$ cat config.mk
export PLATFORM = sky130hd
export DESIGN_NAME = abaud_detect
export DESIGN_NICKNAME = d
export VERILOG_FILES = /design/src/rtl/abaud_pkg.sv /design/src/rtl/abaud_bit_timer.sv /design/src/rtl/abaud_sync_meter.sv /design/src/rtl/abaud_detect.sv
export SDC_FILE = /design/constraint.sdc
export NUM_CORES = 1
export LEC_CHECK = 0
export BUFFER_PORTS_ARGS = -buffer_cell sky130_fd_sc_hd__buf_4
export CAP_MARGIN = 20
export CORE_ASPECT_RATIO = 0.9
export CORE_MARGIN = 1.5
export CORE_UTILIZATION = 43
export CTS_CLUSTER_SIZE = 8
export DETAILED_ROUTE_END_ITERATION = 8
export PLACE_DENSITY = 0.63
export SLEW_MARGIN = 25
export SYNTH_ARGS = -nofsm -noshare
export SYNTH_HDL_FRONTEND = slang
export SYNTH_SLANG_ARGS = --single-unit
$ cat constraint.sdc
create_clock -name clk -period 3.9 [get_ports clk]
set_clock_uncertainty 0.15 [all_clocks]
set_input_delay 0.195 -clock clk [delete_from_list [all_inputs] [get_ports clk]]
set_output_delay 0.195 -clock clk [all_outputs]
set_load 0.05 [all_outputs]
$ cat src/rtl/abaud_pkg.sv
// Shared types and constants for the auto-baud detector.
package abaud_pkg;
    typedef enum logic [2:0] {
        ST_IDLE,
        ST_BREAK,
        ST_DELIM,
        ST_MEASURE,
        ST_WAIT_HIGH
    } abaud_state_t;

    localparam int BIT_CNT_W    = 5;
    localparam int BRK_MIN_BITS = 11;
    localparam int BRK_MAX_BITS = 22;
endpackage

$ cat src/rtl/abaud_bit_timer.sv
// Counts whole bit times of a steady line level, where one bit time is
// `period` clocks. Loading with clr counts the current cycle as the
// first clock. Assumes period >= 2. The bit count saturates at all-ones.
module abaud_bit_timer #(
    parameter int PRESC_W = 16,
    parameter int BITS_W  = 5
) (
    input  logic               clk,
    input  logic               rst_n,
    input  logic               clr,
    input  logic               run,
    input  logic [PRESC_W-1:0] period,
    output logic [BITS_W-1:0]  bits
);
    logic [PRESC_W-1:0] tick;
    logic [PRESC_W:0]   tick_nxt;

    // Next clock count inside the current bit time.
    always_comb tick_nxt = {1'b0, tick} + 1'b1;

    // Advance the clock count and roll whole bit times into bits.
    always_ff @(posedge clk) begin
        if (!rst_n) begin
            tick <= '0;
            bits <= '0;
        end else if (clr) begin
            tick <= PRESC_W'(1);
            bits <= '0;
        end else if (run) begin
            if (tick_nxt >= {1'b0, period}) begin
                tick <= '0;
                if (bits != '1) bits <= bits + 1'b1;
            end else begin
                tick <= tick_nxt[PRESC_W-1:0];
            end
        end
    end
endmodule

$ cat src/rtl/abaud_sync_meter.sv
// Counts clocks and falling edges across the sync character. clr loads
// the count with 1, for the start-bit edge cycle. The count saturates at
// all-ones, and `full` flags that state.
module abaud_sync_meter #(
    parameter int CNT_W = 19
) (
    input  logic             clk,
    input  logic             rst_n,
    input  logic             clr,
    input  logic             run,
    input  logic             fall,
    output logic [CNT_W-1:0] cnt,
    output logic [1:0]       edges,
    output logic             full
);
    // Saturation marker for the measurement.
    always_comb full = &cnt;

    // Clock and edge counting while the measurement runs.
    always_ff @(posedge clk) begin
        if (!rst_n) begin
            cnt   <= '0;
            edges <= '0;
        end else if (clr) begin
            cnt   <= CNT_W'(1);
            edges <= '0;
        end else if (run) begin
            if (!full) cnt <= cnt + 1'b1;
            if (fall)  edges <= edges + 1'b1;
        end
    end
endmodule

$ cat src/rtl/abaud_detect.sv
// Auto-baud detector top. It times a break in units of cur_presc, checks
// the delimiter, then measures 8 bit times of a 0x55 sync character.
// Assumes rx is synchronised to clk and cur_presc >= 2 stays steady
// during a detection.
module abaud_detect
    import abaud_pkg::*;
#(
    parameter int PRESC_W = 16
) (
    input  logic               clk,
    input  logic               rst_n,
    input  logic               enable,
    input  logic               rx,
    input  logic [1:0]         delim_sel,
    input  logic [PRESC_W-1:0] cur_presc,
    output logic [PRESC_W-1:0] presc_out,
    output logic [2:0]         mod_out,
    output logic               brk_seen,
    output logic               brk_timeout,
    output logic               sync_timeout,
    output logic               result_valid
);
    localparam int CNT_W = PRESC_W + 3;

    abaud_state_t         state;
    logic                 rx_q;
    logic                 fall;
    logic                 rise;
    logic                 tmr_clr;
    logic                 tmr_run;
    logic [BIT_CNT_W-1:0] bits;
    logic [BIT_CNT_W-1:0] delim_need;
    logic                 meas_clr;
    logic                 meas_run;
    logic [CNT_W-1:0]     meas_cnt;
    logic [1:0]           meas_edges;
    logic                 meas_full;
    logic                 delim_ok;

    // Edge detection on the receive line.
    always_ff @(posedge clk) begin
        if (!rst_n) rx_q <= 1'b1;
        else        rx_q <= rx;
    end

    // Edge flags, delimiter target and counter controls.
    always_comb begin
        fall       = rx_q & ~rx;
        rise       = ~rx_q & rx;
        delim_need = BIT_CNT_W'(delim_sel) + 1'b1;
        delim_ok   = bits >= delim_need;
        tmr_clr    = enable && ((state == ST_IDLE && fall) ||
                                (state == ST_BREAK && rx));
        tmr_run    = enable && ((state == ST_BREAK && !rx) ||
                                (state == ST_DELIM && rx));
        meas_clr   = enable && state == ST_DELIM && fall && delim_ok;
        meas_run   = enable && state == ST_MEASURE;
    end

    abaud_bit_timer #(.PRESC_W(PRESC_W), .BITS_W(BIT_CNT_W)) u_timer (
        .clk    (clk),
        .rst_n  (rst_n),
        .clr    (tmr_clr),
        .run    (tmr_run),
        .period (cur_presc),
        .bits   (bits)
    );

    abaud_sync_meter #(.CNT_W(CNT_W)) u_meter (
        .clk   (clk),
        .rst_n (rst_n),
        .clr   (meas_clr),
        .run   (meas_run),
        .fall  (fall),
        .cnt   (meas_cnt),
        .edges (meas_edges),
        .full  (meas_full)
    );

    // Sequencer: break, delimiter and sync phases, with flags and results.
    always_ff @(posedge clk) begin
        if (!rst_n) begin
            state        <= ST_IDLE;
            presc_out    <= '0;
            mod_out      <= '0;
            brk_seen     <= 1'b0;
            brk_timeout  <= 1'b0;
            sync_timeout <= 1'b0;
            result_valid <= 1'b0;
        end else if (!enable) begin
            state        <= ST_IDLE;
            brk_seen     <= 1'b0;
            brk_timeout  <= 1'b0;
            sync_timeout <= 1'b0;
            result_valid <= 1'b0;
        end else begin
            result_valid <= 1'b0;
            case (state)
                ST_IDLE: begin
                    if (fall) state <= ST_BREAK;
                end
                ST_BREAK: begin
                    if (bits > BIT_CNT_W'(BRK_MAX_BITS)) begin
                        brk_timeout <= 1'b1;
                        state       <= ST_WAIT_HIGH;
                    end else if (rx) begin
                        if (bits >= BIT_CNT_W'(BRK_MIN_BITS)) begin
                            brk_seen <= 1'b1;
                            state    <= ST_DELIM;
                        end else begin
                            state <= ST_IDLE;
                        end
                    end
                end
                ST_DELIM: begin
                    if (fall) state <= delim_ok ? ST_MEASURE : ST_IDLE;
                end
                ST_MEASURE: begin
                    if (fall && meas_edges == 2'd3) begin
                        presc_out    <= meas_cnt[CNT_W-1:3];
                        mod_out      <= meas_cnt[2:0];
                        result_valid <= 1'b1;
                        state        <= ST_IDLE;
                    end else if (meas_full) begin
                        sync_timeout <= 1'b1;
                        state        <= ST_WAIT_HIGH;
                    end
                end
                ST_WAIT_HIGH: begin
                    if (rx) state <= ST_IDLE;
                end
                default: state <= ST_IDLE;
            endcase
        end
    end

    // Rising edge is kept for readability of the edge pair.
    logic unused_rise;
    always_comb unused_rise = rise;
endmodule

==> results.cfg <==
[synthesis]
synth-edff-count = 0
yosysUniqueCellTypes = 54
yosysSeqAreaShare_pct = 35.8
yosys.area.top_type_share_pct = 35.8
synth_most_common_cell = nand2_1
synthesis.nets = 527
syn_inst = 479
syn-cell-area_um2 = 3860
avgSynthCellArea_um2 = 8.06
ys_ff_latch = 69
ys.flop_type = dfxtp_1
synthTopCellsByArea = dfxtp_1, ha_1, nand2_1, a21oi_1, nor2_1
async_flop_share_pct = 0
ys_warn_count = 0
synth_top_cell_by_area = dfxtp_1
synth_common_cells = nand2_1, dfxtp_1, a21oi_1

[clock_network]
cts_setup_buffers = 0
cts-buffers-inserted = 9
cts_tree = done
cts_max_level = 3
ctsLongestPathBuffers = 2
path_clk_slew_ns = 0.08
cts.sinks = 69
cts_root_buf = clkbuf_8
clk_latency_ns = 0.33

[floorplanning]
dieArea_um2 = 9560
io_pins = 45
dieWidth_um = 103
row_count = 32
chipHeight_um = 92.9
start_util_pct = 44.6
fp.coreArea_um2 = 8650

[critical_path]
cp-end-kind = register
crit_buf_inv = 1
cp_cell_sequence = nand4_2, nor4_2, and3_1, xnor2_1, ha_1, nand3_1, nor2_1, o311ai_1, and4_1, buf_4, a2111oi_2, mux2i_1
critPathRequiredTime_ns = 4.00
path_class = reg2reg
crit_path_start_kind = register
crit_slowest_cell = nor4_2
reg2reg_setup_slack_ns = 0.36
cp_slowest_stage_delay_ns = 0.50
critical_path_arrival_ns = 3.65
critPathTopFamily = simple AND/OR/NAND/NOR gates
cp_max_fo = 8

[global_routing]
grt_usage_pct = 17.6
gr-usage-met1_pct = 25.1
grt_pass1_vias = 3034
grt_max_degree = 23
antenna_found_initial = 0
met3_usage_pct = 2.94
busiest_layer = met2
gr-total-overflow = 0
gr-usage-met2_pct = 27.4
grt_pass1_wl_mm = 13.5

[routing]
viasPerCell = 5.20
wl_mm = 8.14
first_pass_iters = 4
vias = 3343
route.detailed.drc = 0
ant_nets = 0
drt_iter0_markers = 115
wl_per_cell_um = 12.7

[power]
worst_ir_drop_vdd_mv = 0.226
internal-power_mw = 1.12
switching_share_pct = 22.6
p_leak_nw = 1.79
seq_power_share_pct = 49.0
combPwrFrac_pct = 5.2
p_per_area_nw_per_um2 = 322
clkPwrFrac_pct = 45.8
p_switching_uw = 328

[timing]
rsz0062_at_grt = no
finalSetupViolations = 0
clock.fmax_ghz = 0.282
period_minus_slack_ns = 3.54
period_share_pct = 90.8
tightest_slew_ns = 0.713
hold_viol_final = 0
drv_slew = 0
slew-limit-headroom_pct = 52.4
fin_setup_tns_ns = 0

[run]
drv_cap = 0

[cells_and_area]
nFillCells = 845
finalNonFillerCells = 643
fin_util_pct = 52.1
syn2layout_area_growth_pct = 16.6
diodes = 0
layout.nets = 567
drive_above_1_share_pct = 14.9

[placement]
hpwl_mm = 6.04
port_buffers = 44
placedCellCount = 625
place_congestion = 0.879

[status]
status = completed

[hold_path]
hp-class = in2reg
==> cell families (layout without fill, tap and decap cells) <==
| group | Yosys count | in the layout | share of synthesized area, % |
|---|---|---|---|
| fa+ha+maj | 26 | 26 | 8.43 |
| flops | 69 | 69 | 35.8 |
| buf+inv | 51 | 96 | 5.90 |
| mux | 7 | 7 | 1.82 |
| simple gates | 214 | 214 | 27.8 |
| xor+xnor | 29 | 29 | 6.58 |
| compound gates | 83 | 83 | 13.6 |
==> worst register-to-register path, delay by kind of cell, from the launching register on <==
kind | cells | cell delay (ns)
xor+xnor | 1 | 0.08
buf+inv | 1 | 0.21
simple gates | 6 | 1.53
fa+ha+maj | 1 | 0.29
mux | 1 | 0.23
flops | 1 | 0.47
compound gates | 2 | 0.51
==> power groups by stage <==
stage               clock network [mW]  logic [mW]  registers, mW
CTS                              0.675      0.0759          0.709
detailed placement                   0      0.0741          0.726
floorplan                            0      0.0465          0.724
global placement                     0      0.0730          0.726
finish                           0.664      0.0752          0.709
global route                     0.704      0.0852          0.710
==> flip-flops by register name, summed over array words and instances (netlist names) <==
signal / cells
sync_timeout: 1
mod_out: 3
rx_q: 1
brk_timeout: 1
u_meter.edges: 2
state: 3
u_timer.tick: 16
brk_seen: 1
u_timer.bits: 5
result_valid: 1
presc_out: 16
u_meter.cnt: 19
==> metal layers <==
metal | vias to the layer above | wire length [um]
met5 | - | 0
met3 | 4 | 241
met1 | 1530 | 4190
li1 | 1747 | -
met4 | 0 | 44
met2 | 62 | 3670
==> per-stage QoR <==
stage / setup WS (ns) / hold WS, ns / instance area, um^2 / total power, mW
floorplan: 0.963 / 0.118 / 3860 / 0.771
global placement: 0.509 / 0.285 / 4250 / 0.799
detailed placement: 0.355 / 0.287 / 4250 / 0.800
CTS: 0.318 / 0.0110 / 4500 / 1.46
global route: 0.0538 / 0.0340 / 4500 / 1.50
finish: 0.358 / 0.0201 / 4500 / 1.45
==> cell type report <==
cell class / count / area, um^2 / share of cell area, %
repair buffers: 49 / 373 / 8.28
multi-input cells: 359 / 2250 / 50.0
clock inverters: 6 / 93.8 / 2.08
flip-flops and latches: 69 / 1380 / 30.7
well taps: 119 / 149 / 3.31
clock buffers: 10 / 138 / 3.06
inverters: 31 / 116 / 2.58
==> final timing paths <==
| path | end | cells after the start | startpoint |
|---|---|---|---|
| worst min register to register | presc_out[2] | 2 | presc_out[2] |
| worst max-delay path | u_timer.bits[2] | 12 | u_timer.tick[2] |
| worst max register to register | u_timer.bits[2] | 12 | u_timer.tick[2] |
| worst min-delay path | brk_seen | 3 | rx |
==> layout by cell type, fill, tap and decap left out, types with 6 or more instances in the layout <==
master and instances:
xor2_1 11, dfxtp_1 69, nor2_1 44, nand2_1 81, a31oi_1 7, inv_1 31
nand3_1 19, nand2b_1 9, and3_1 8, clkbuf_8 10, a21oi_1 45, ha_1 26
mux2i_1 7, nand4_1 21, buf_4 47, xnor2_1 18, o22ai_1 6
==> timing repair <==
action / in CTS / in global routing
hold buffers: 2 / 0
resized for setup: 0 / 0
endpoints found under the hold margin: 1 / 0
endpoints found under the setup margin: 0 / 0
Note: power is estimated with default switching activity, not from simulation.
